`src/rtl/mcrypt_seq.sv`:
```
module mcrypt_seq #(
  parameter int BUF_BYTES = 64,
  parameter int PADDR_W   = 26,
  parameter int LVL_W     = 3,
  parameter int AW        = 12
) (
  input  logic                   clk,
  input  logic                   rst_n,
  input  logic                   bus_we,
  input  logic [AW-1:0]          bus_addr,
  input  logic [31:0]            bus_wdata,
  input  logic [3:0]             bus_be,
  output logic [31:0]            bus_rdata,
  output logic                   eng_start,
  output logic [1:0]             eng_line_code,
  output logic                   eng_target,
  output logic [PADDR_W-1:0]     eng_addr,
  output logic [LVL_W-1:0]       eng_level,
  output logic [BUF_BYTES*8-1:0] eng_plain,
  input  logic                   eng_done,
  input  logic [BUF_BYTES*8-1:0] eng_result,
  output logic                   res_valid,
  output logic [BUF_BYTES*8-1:0] res_data
);
  localparam int WORDS    = BUF_BYTES / 4;
  localparam int WIX_W    = $clog2(WORDS);
  localparam int BUF_BITS = BUF_BYTES * 8;
  localparam logic [AW-1:0] PT_BASE = AW'('h300);
  localparam logic [AW-1:0] PT_END  = AW'('h300 + BUF_BYTES);
  localparam logic [AW-1:0] A_LINE  = AW'('h340);
  localparam logic [AW-1:0] A_TGT   = AW'('h344);
  localparam logic [AW-1:0] A_ADDR  = AW'('h348);
  localparam logic [AW-1:0] A_CMD   = AW'('h34C);
  localparam logic [AW-1:0] A_STAT  = AW'('h350);
  localparam logic [AW-1:0] A_LVL   = AW'('h354);

  typedef enum logic [1:0] {S_IDLE, S_BUSY, S_HIDDEN, S_SHOWN} st_t;

  st_t                 st;
  logic                err_q;
  logic [1:0]          line_q;
  logic                tgt_q;
  logic [PADDR_W-1:0]  addr_q;
  logic [LVL_W-1:0]    lvl_q;
  logic [BUF_BITS-1:0] pt_q;
  logic [BUF_BITS-1:0] res_q;
  logic                start_q;

  logic [AW-1:0]    pt_off;
  logic [WIX_W-1:0] pt_widx;
  logic             pt_hit, idle, p_wr, aligned, ops_ok;
  logic             cmd_wr, go, pub, wipe, go_ok, pub_ok, wipe_ok, err_set, err_clr;

  assign idle    = (st == S_IDLE);
  assign pt_off  = bus_addr - PT_BASE;
  assign pt_widx = pt_off[WIX_W+1:2];
  assign pt_hit  = (bus_addr >= PT_BASE) && (bus_addr < PT_END);
  assign p_wr    = bus_we && idle && bus_be[0];

  always_comb begin
    case (line_q)
      2'd0:    aligned = (addr_q[3:0] == 4'd0);
      2'd1:    aligned = (addr_q[4:0] == 5'd0);
      2'd2:    aligned = (addr_q[5:0] == 6'd0);
      default: aligned = 1'b0;
    endcase
  end
  assign ops_ok = (line_q != 2'd3) && !tgt_q && aligned;

  assign cmd_wr  = bus_we && (bus_addr == A_CMD) && bus_be[0];
  assign go      = cmd_wr && bus_wdata[0];
  assign pub     = cmd_wr && bus_wdata[1];
  assign wipe    = cmd_wr && bus_wdata[2];
  assign go_ok   = go && idle && ops_ok;
  assign pub_ok  = pub && (st == S_HIDDEN);
  assign wipe_ok = wipe && (st == S_SHOWN);
  assign err_set = (go && !go_ok) || (pub && !pub_ok) || (wipe && !wipe_ok);
  assign err_clr = bus_we && (bus_addr == A_STAT) && bus_be[0] && bus_wdata[2];

  always_ff @(posedge clk or negedge rst_n) begin
    if (!rst_n) begin
      st      <= S_IDLE;
      err_q   <= 1'b0;
      start_q <= 1'b0;
      res_q   <= '0;
    end else begin
      start_q <= go_ok;
      if (err_set)      err_q <= 1'b1;
      else if (err_clr) err_q <= 1'b0;
      if (go_ok)                          st <= S_BUSY;
      else if (st == S_BUSY && eng_done) st <= S_HIDDEN;
      else if (pub_ok)                    st <= S_SHOWN;
      else if (wipe_ok)                   st <= S_IDLE;
      if (st == S_BUSY && eng_done) res_q <= eng_result;
      else if (wipe_ok)             res_q <= '0;
    end
  end

  always_ff @(posedge clk or negedge rst_n) begin
    if (!rst_n) begin
      line_q <= '0;
      tgt_q  <= 1'b0;
      addr_q <= '0;
      lvl_q  <= '1;
    end else if (p_wr) begin
      if (bus_addr == A_LINE) line_q <= bus_wdata[1:0];
      if (bus_addr == A_TGT)  tgt_q  <= bus_wdata[0];
      if (bus_addr == A_ADDR) addr_q <= bus_wdata[PADDR_W-1:0];
      if (bus_addr == A_LVL)  lvl_q  <= bus_wdata[LVL_W-1:0];
    end
  end

  always_ff @(posedge clk or negedge rst_n) begin
    if (!rst_n) pt_q <= '0;
    else if (bus_we && idle && pt_hit)
      for (int w = 0; w < WORDS; w++)
        if (pt_widx == w[WIX_W-1:0])
          for (int b = 0; b < 4; b++)
            if (bus_be[b]) pt_q[(w*4+b)*8 +: 8] <= bus_wdata[b*8 +: 8];
  end

  always_comb begin
    bus_rdata = '0;
    if (pt_hit)                  bus_rdata = pt_q[32*pt_widx +: 32];
    else if (bus_addr == A_LINE) bus_rdata = {30'd0, line_q};
    else if (bus_addr == A_TGT)  bus_rdata = {31'd0, tgt_q};
    else if (bus_addr == A_ADDR) bus_rdata = {{(32-PADDR_W){1'b0}}, addr_q};
    else if (bus_addr == A_STAT) bus_rdata = {29'd0, err_q, st};
    else if (bus_addr == A_LVL)  bus_rdata = {{(32-LVL_W){1'b0}}, lvl_q};
  end

  assign eng_start     = start_q;
  assign eng_line_code = line_q;
  assign eng_target    = tgt_q;
  assign eng_addr      = addr_q;
  assign eng_level     = lvl_q;
  assign eng_plain     = pt_q;
  assign res_valid     = (st == S_SHOWN);
  assign res_data      = res_valid ? res_q : '0;

  // status only steps forward around the ring
  a_r1_ring_step: assert property (@(posedge clk) disable iff (!rst_n)
    (st != $past(st)) |-> (2'(st) == 2'(2'($past(st)) + 2'd1)));
  a_r2_start_once: assert property (@(posedge clk) disable iff (!rst_n)
    eng_start |-> (st == S_BUSY) && $past(st) == S_IDLE);
  a_r3_done_gate: assert property (@(posedge clk) disable iff (!rst_n)
    (st == S_HIDDEN && $past(st) == S_BUSY) |-> $past(eng_done));
  a_r4_publish_from_hidden: assert property (@(posedge clk) disable iff (!rst_n)
    $rose(res_valid) |-> $past(st) == S_HIDDEN);
  a_r5_wipe_clears: assert property (@(posedge clk) disable iff (!rst_n)
    $fell(res_valid) |-> (res_q == '0));
  a_r6_err_sticky: assert property (@(posedge clk) disable iff (!rst_n)
    ($past(err_q) && !$past(err_clr)) |-> err_q);
  a_r9_params_frozen: assert property (@(posedge clk) disable iff (!rst_n)
    ($past(st) != S_IDLE) |-> $stable(addr_q) && $stable(line_q) && $stable(pt_q));
endmodule

```
`config.mk`:
```
export PLATFORM = sky130hd
export DESIGN_NAME = mcrypt_seq
export DESIGN_NICKNAME = d
export VERILOG_FILES = /design/src/rtl/mcrypt_seq.sv
export SDC_FILE = /design/constraint.sdc
export NUM_CORES = 2
export LEC_CHECK = 0
export ABC_AREA = 1
export ABC_CLOCK_PERIOD_IN_PS = 3160
export BUFFER_PORTS_ARGS = -buffer_cell sky130_fd_sc_hd__buf_2
export CAP_MARGIN = 20
export CORE_AREA = 2 2 643 645
export CTS_CLUSTER_SIZE = 12
export DETAILED_ROUTE_END_ITERATION = 16
export DIE_AREA = 0 0 645 647
export HOLD_SLACK_MARGIN = 0.08
export MAX_ROUTING_LAYER = met4
export PLACE_DENSITY = 0.34
export SYNTH_ARGS = -nofsm -noshare
export SYNTH_HDL_FRONTEND = slang
export SYNTH_SLANG_ARGS = --single-unit
```
`constraint.sdc`:
```
create_clock -name clk -period 3.16 [get_ports clk]
set_input_delay 0.474 -clock clk [delete_from_list [all_inputs] [get_ports clk]]
set_output_delay 0.474 -clock clk [all_outputs]
set_load 0.005 [all_outputs]
```
After elaboration in Yosys (flattened, before gate mapping). Index checks and enable logic that the tools add are counted.

Register bits: 1060. Bits in read-only memories: 0. Latch bits: 0. Memories kept: 0. Memory bits (writable): 0.

Multipliers: 0. Reduce and logical (&&, ||, !) cells: 105. Bitwise gates (word level): 0. Equal/unequal tests: 27. Divide/modulo/power cells: 0. Add/subtract/negate cells: 1. Magnitude comparators: 2. Shift-type cells: 1. Mux-type cells: 16.

Operators with widths (count): 512-bit two-way mux (3); 512-bit by 10-bit variable part select with 32-bit output (1); 3-bit AND reduction (64); 26-bit two-way mux (3); 12-bit by 10-bit == test with 1-bit output, second input constant (6); 4-bit == test, second input constant (8); 32-bit two-way mux (1); 1-bit logical AND (22); 4-bit by 3-bit == test with 1-bit output, second input constant (4); 12-bit by 10-bit greater-or-equal comparator with 1-bit output, second input constant (1); 12-bit by 10-bit < comparator with 1-bit output, second input constant (1); 4-bit by 2-bit == test with 1-bit output, second input constant (2); 4-bit zero test (2); 2-bit two-way mux (4); 2-bit AND reduction (4); 2-bit == test, second input constant (3); 6-bit zero test (1); 3-bit two-way mux (2); 6-bit by 1-bit subtractor with 6-bit output, second input constant (1); 5-bit zero test (1); 2-bit by 1-bit == test with 1-bit output, second input constant (2); 4-bit by 1-bit == test with 1-bit output, second input constant (1); 1-bit zero test (4); 2-bit zero test (2); other kinds (6) (9).

Longest topological paths before layout.
Word-level depth: 11. Depth in mapped cells: 11. Mapped depth without buffers: 9.

Worst setup path after synthesis. OpenSTA, ideal clock, no wires.

Path kind: input -> output. Start point: in bus_addr[2]. End point: out bus_rdata[10]. Arrival time: 1.714 ns. Buffers on the path: 3. Stages: 11. Path slack: 0.972 ns. Data required time: 2.686 ns. Path through: buf_4 -> nand2_1 -> inv_2 -> buf_2 -> clkbuf_1 -> nand2_1 -> nand4_1 -> nand2_1 -> nand2_1 -> o21ai_0 -> nand2_1.

Longest elaborated chain between the ends: 5. Elaborated cells on any way between the ends: 12. Those cells by class: add/sub: 1; order compare: 2; eq/ne: 3; shift: 1; mux: 4; reduce/logical: 1.

RTL lines: start, declared (RTL line 10) `input logic [AW-1:0] bus_addr,`; parallel branches: the longest is 4 deep, another holds 6-bit by 1-bit subtractor with 6-bit output; 32-bit two-way mux * (RTL line 124) `if (pt_hit) bus_rdata = pt_q[32*pt_widx +: 32];`; end, declared (RTL line 13) `output logic [31:0] bus_rdata,`.

Every way passes the cells marked *.

Final worst setup path.
Start point: in bus_addr[2]. End point: out bus_rdata[8].

The elaborated chain is that of the path after synthesis.

==> metrics.yaml <==
outcome:
  status: "finished clean"
clock_network:
  path_clk_slew_ps: 50
  worstSkewPairLatency_ps: 850
  root_buffer: "clkbuf_16"
  h-tree-depth: 4
  numCtsBuffers: 149
  clock_path_buffers: 4
  cts_tree: "done"
  clkSinkCount: 1060
synth:
  synth.distinct_cells: 33
  synth_top_area_frac: 0.5604
  synthAdderAreaFrac: 0
  synth.area.top_cells: "dfrtp_1 (56%), nand2_1 (9.9%), inv_1 (8.6%)"
  ys_ff_latch: 1060
  avgSynthCellArea_um2: 8.334
  synthMostInstantiatedCell: "nand2_1"
  synthCells: 5663
  synth_ff_type: "dfrtp_1"
  synthMuxAreaShare: 0
  async_flop_share: 1.000
  synthSimpleGateAreaFrac: 0.1763
  ys.warnings.count: 0
  synth_top_family_by_area: "simple AND/OR/NAND/NOR gates"
  yosysSeqAreaShare: 0.5621
  synthTopCellsByCount: "nand2_1 (1245), inv_1 (1083), dfrtp_1 (1057)"
  synth_area_leader_cell: "dfrtp_1"
  synth-xor-area-share: 0
  synth_area_mm2: 0.04720
  synth-compound-area-share: 0.1365
  synth_fp_nets: 6227
  synth_edf_count: 0
finish:
  multi_input_area_mm2: 0.01497
  stdcell_count: 13520
  regArea_mm2: 0.02653
  fillers: 46820
  syn_to_final_growth_pct: 56.36
  drive_above_1_share: 0.2819
  nets: 8450
placed_design:
  gp_congestion: 0.9620
  port-buffer-count: 1653
  dp_hpwl_mm: 289.7
  place_ws_ps: -420.3
  dp_cells: 12690
sta:
  finalSetupViolCount: 0
  fin_skew_ps: 46.30
  rsz0062_at_grt: "false"
  worstMarginPinSlew_ps: 944.7
  slew_viol_final: 0
  fin_ws_ps: 64.61
  slew_headroom: 0.3702
  max_freq_ghz: 0.3231
  finalHoldViolations: 0
  fin_crit_ps: 3095
  setup_tns_ps: 0
  min_period_over_period: 0.9796
floorplanning:
  die_w_um: 645
  rows: 236
  fp.dieArea_mm2: 0.4173
  initial_core_util: 0.1148
  die_h_um: 647
  io_pins: 1654
  design.core.area_mm2: 0.4110
global_routing:
  grt_pass1_wl_mm: 470.9
  antenna_found_initial: 95
  grt_pass1_vias: 48530
  grt-ovfl-total: 0
  grt_usage: 0.1712
  grt_max_degree: 102
power_and_ir_drop:
  power_density_mw_per_mm2: 453.4
  peakVddDrop_uv: 352.0
  p_leak_nw: 41.23
  p_total_w: 0.03346
flow_run:
  max_cap_violations: 0
routing:
  dr_total_vias: 48710
  drtPass1Iterations: 7
  postRouteAntennaNets: 0
  drc: 0
  drt-total-wl_mm: 360.2
  wl_per_cell_um: 26.65
  viasPerCell: 3.604
  drtIter0Drc: 3532
worst_setup_path:
  crit_path_top_delay_cell: "buf_4"
  end_kind: "primary output"
  startpoint_type: "primary input"
  path_cells: "buf_4 -> nand2_1 -> inv_6 -> buf_12 -> buf_4 -> nand2_1 -> nand4_1 -> nand2_1 -> nand2_1 -> o21ai_2 -> buf_4 -> nand2_1 -> buf_2"
  cp_max_fo: 41
  crit_arrival_ps: 2620
  worstSetupPathType: "primary input to primary output"
  cpMostUsedCell: "nand2_1"
  worstPathRequired_ps: 2690
  slowest_delay_ps: 280
hold_path:
  hp-class: "primary input to register"
[power by group]
group	switching (W)	internal, W	total (W)	leakage (nW)
Clock	0.00716	0.0101	0.0173	2.35
Combinational	0.00150	0.000965	0.00247	26.8
Sequential	0.0000657	0.0136	0.0137	12.1
Total	0.00873	0.0247	0.0335	41.2
[cell families (layout without fill, tap and decap cells)]
logic type,count (synthesis),count (layout)
compound gates,1147,1147
buf+inv,1440,3768
flops,1060,1060
simple gates,2016,2016
other cells,0,50
[critical path, delay by kind of cell]
| family | cells | cell delay [ps] |
|---|---|---|
| buf+inv | 6 | 980 |
| compound gates | 1 | 180 |
| simple gates | 6 | 810 |
[layer usage]
metal / global-route usage / share of wire / vias to the layer above
li1: - / - / 22390
met1: 0.1833 / 0.37 / 23910
met2: 0.3008 / 0.51 / 1884
met3: 0.03350 / 0.056 / 527
met4: 0.08598 / 0.062 / 0
met5: - / 0 / -
[cell type report]
type	instances	area share
repair buffers	2421	0.2223
flip-flops and latches	1060	0.3596
clock inverters	36	0.006138
well taps	5474	0.09281
inverters	1091	0.05563
diodes	50	0.001695
clock buffers	220	0.05895
multi-input cells	3163	0.2029
[through the flow]
stage	cell area (um2)	hold WS (ps)	utilization
final	73800	169.1	0.1795
after global routing	73770	107.5	0.1795
after CTS	73610	80.89	0.1791
after detailed placement	63360	444.5	0.1542
after global placement	63360	449.9	0.1542
after floorplan	47200	178.4	-
[path summary, 6_finish.rpt]
check | start | slack, ps | cells past startpoint | end
setup / recovery | bus_addr[2] | 60 | 13 | bus_rdata[8]
hold reg to reg | eng_addr[21]$_DFFE_PN0P_ | 510 | 2 | eng_addr[21]$_DFFE_PN0P_
min in group asynchronous | rst_n | 180 | 2 | res_q[411]$_DFFE_PN0P_
setup reg to reg | st[0]$_DFFE_PN0P_ | 580 | 6 | eng_plain[485]$_DFFE_PN0P_
hold / removal | eng_result[264] | 170 | 3 | res_q[264]$_DFFE_PN0P_
max in group asynchronous | rst_n | 1910 | 4 | res_q[296]$_DFFE_PN0P_
[cell usage in the layout (no fill, tap or decap), drive strengths merged]
| master | count |
|---|---|
| a21oi | 5 |
| a22oi | 8 |
| a31oi | 1 |
| and3 | 1 |
| buf | 1908 |
| bufbuf | 3 |
| bufinv | 7 |
| clkbuf | 222 |
| clkinv | 20 |
| clkinvlp | 4 |
| dfrtp | 1057 |
| dfstp | 3 |
| diode | 50 |
| dlygate4sd3 | 508 |
| inv | 1096 |
| nand2 | 1286 |
| nand3 | 27 |
| nand4 | 108 |
| nor2 | 585 |
| nor3 | 7 |
| nor4 | 1 |
| o21a | 3 |
| o21ai | 591 |
| o22ai | 539 |
| or2 | 1 |
[state kept, by name, indices dropped and copies added (netlist names)]
name	flops
st	2
eng_start	1
err_q	1
eng_line_code	2
eng_addr	26
eng_target	1
res_q	512
eng_plain	512
eng_level	3
[timing repair]
item	CTS	global route
gates cloned	5	1
pin swaps	0	1
endpoints found under the hold margin	743	0
resized for setup	67	8
setup buffers	0	3
hold buffers	508	0
endpoints found under the setup margin	337	10
No activity file was read; power rests on OpenSTA's default activity.
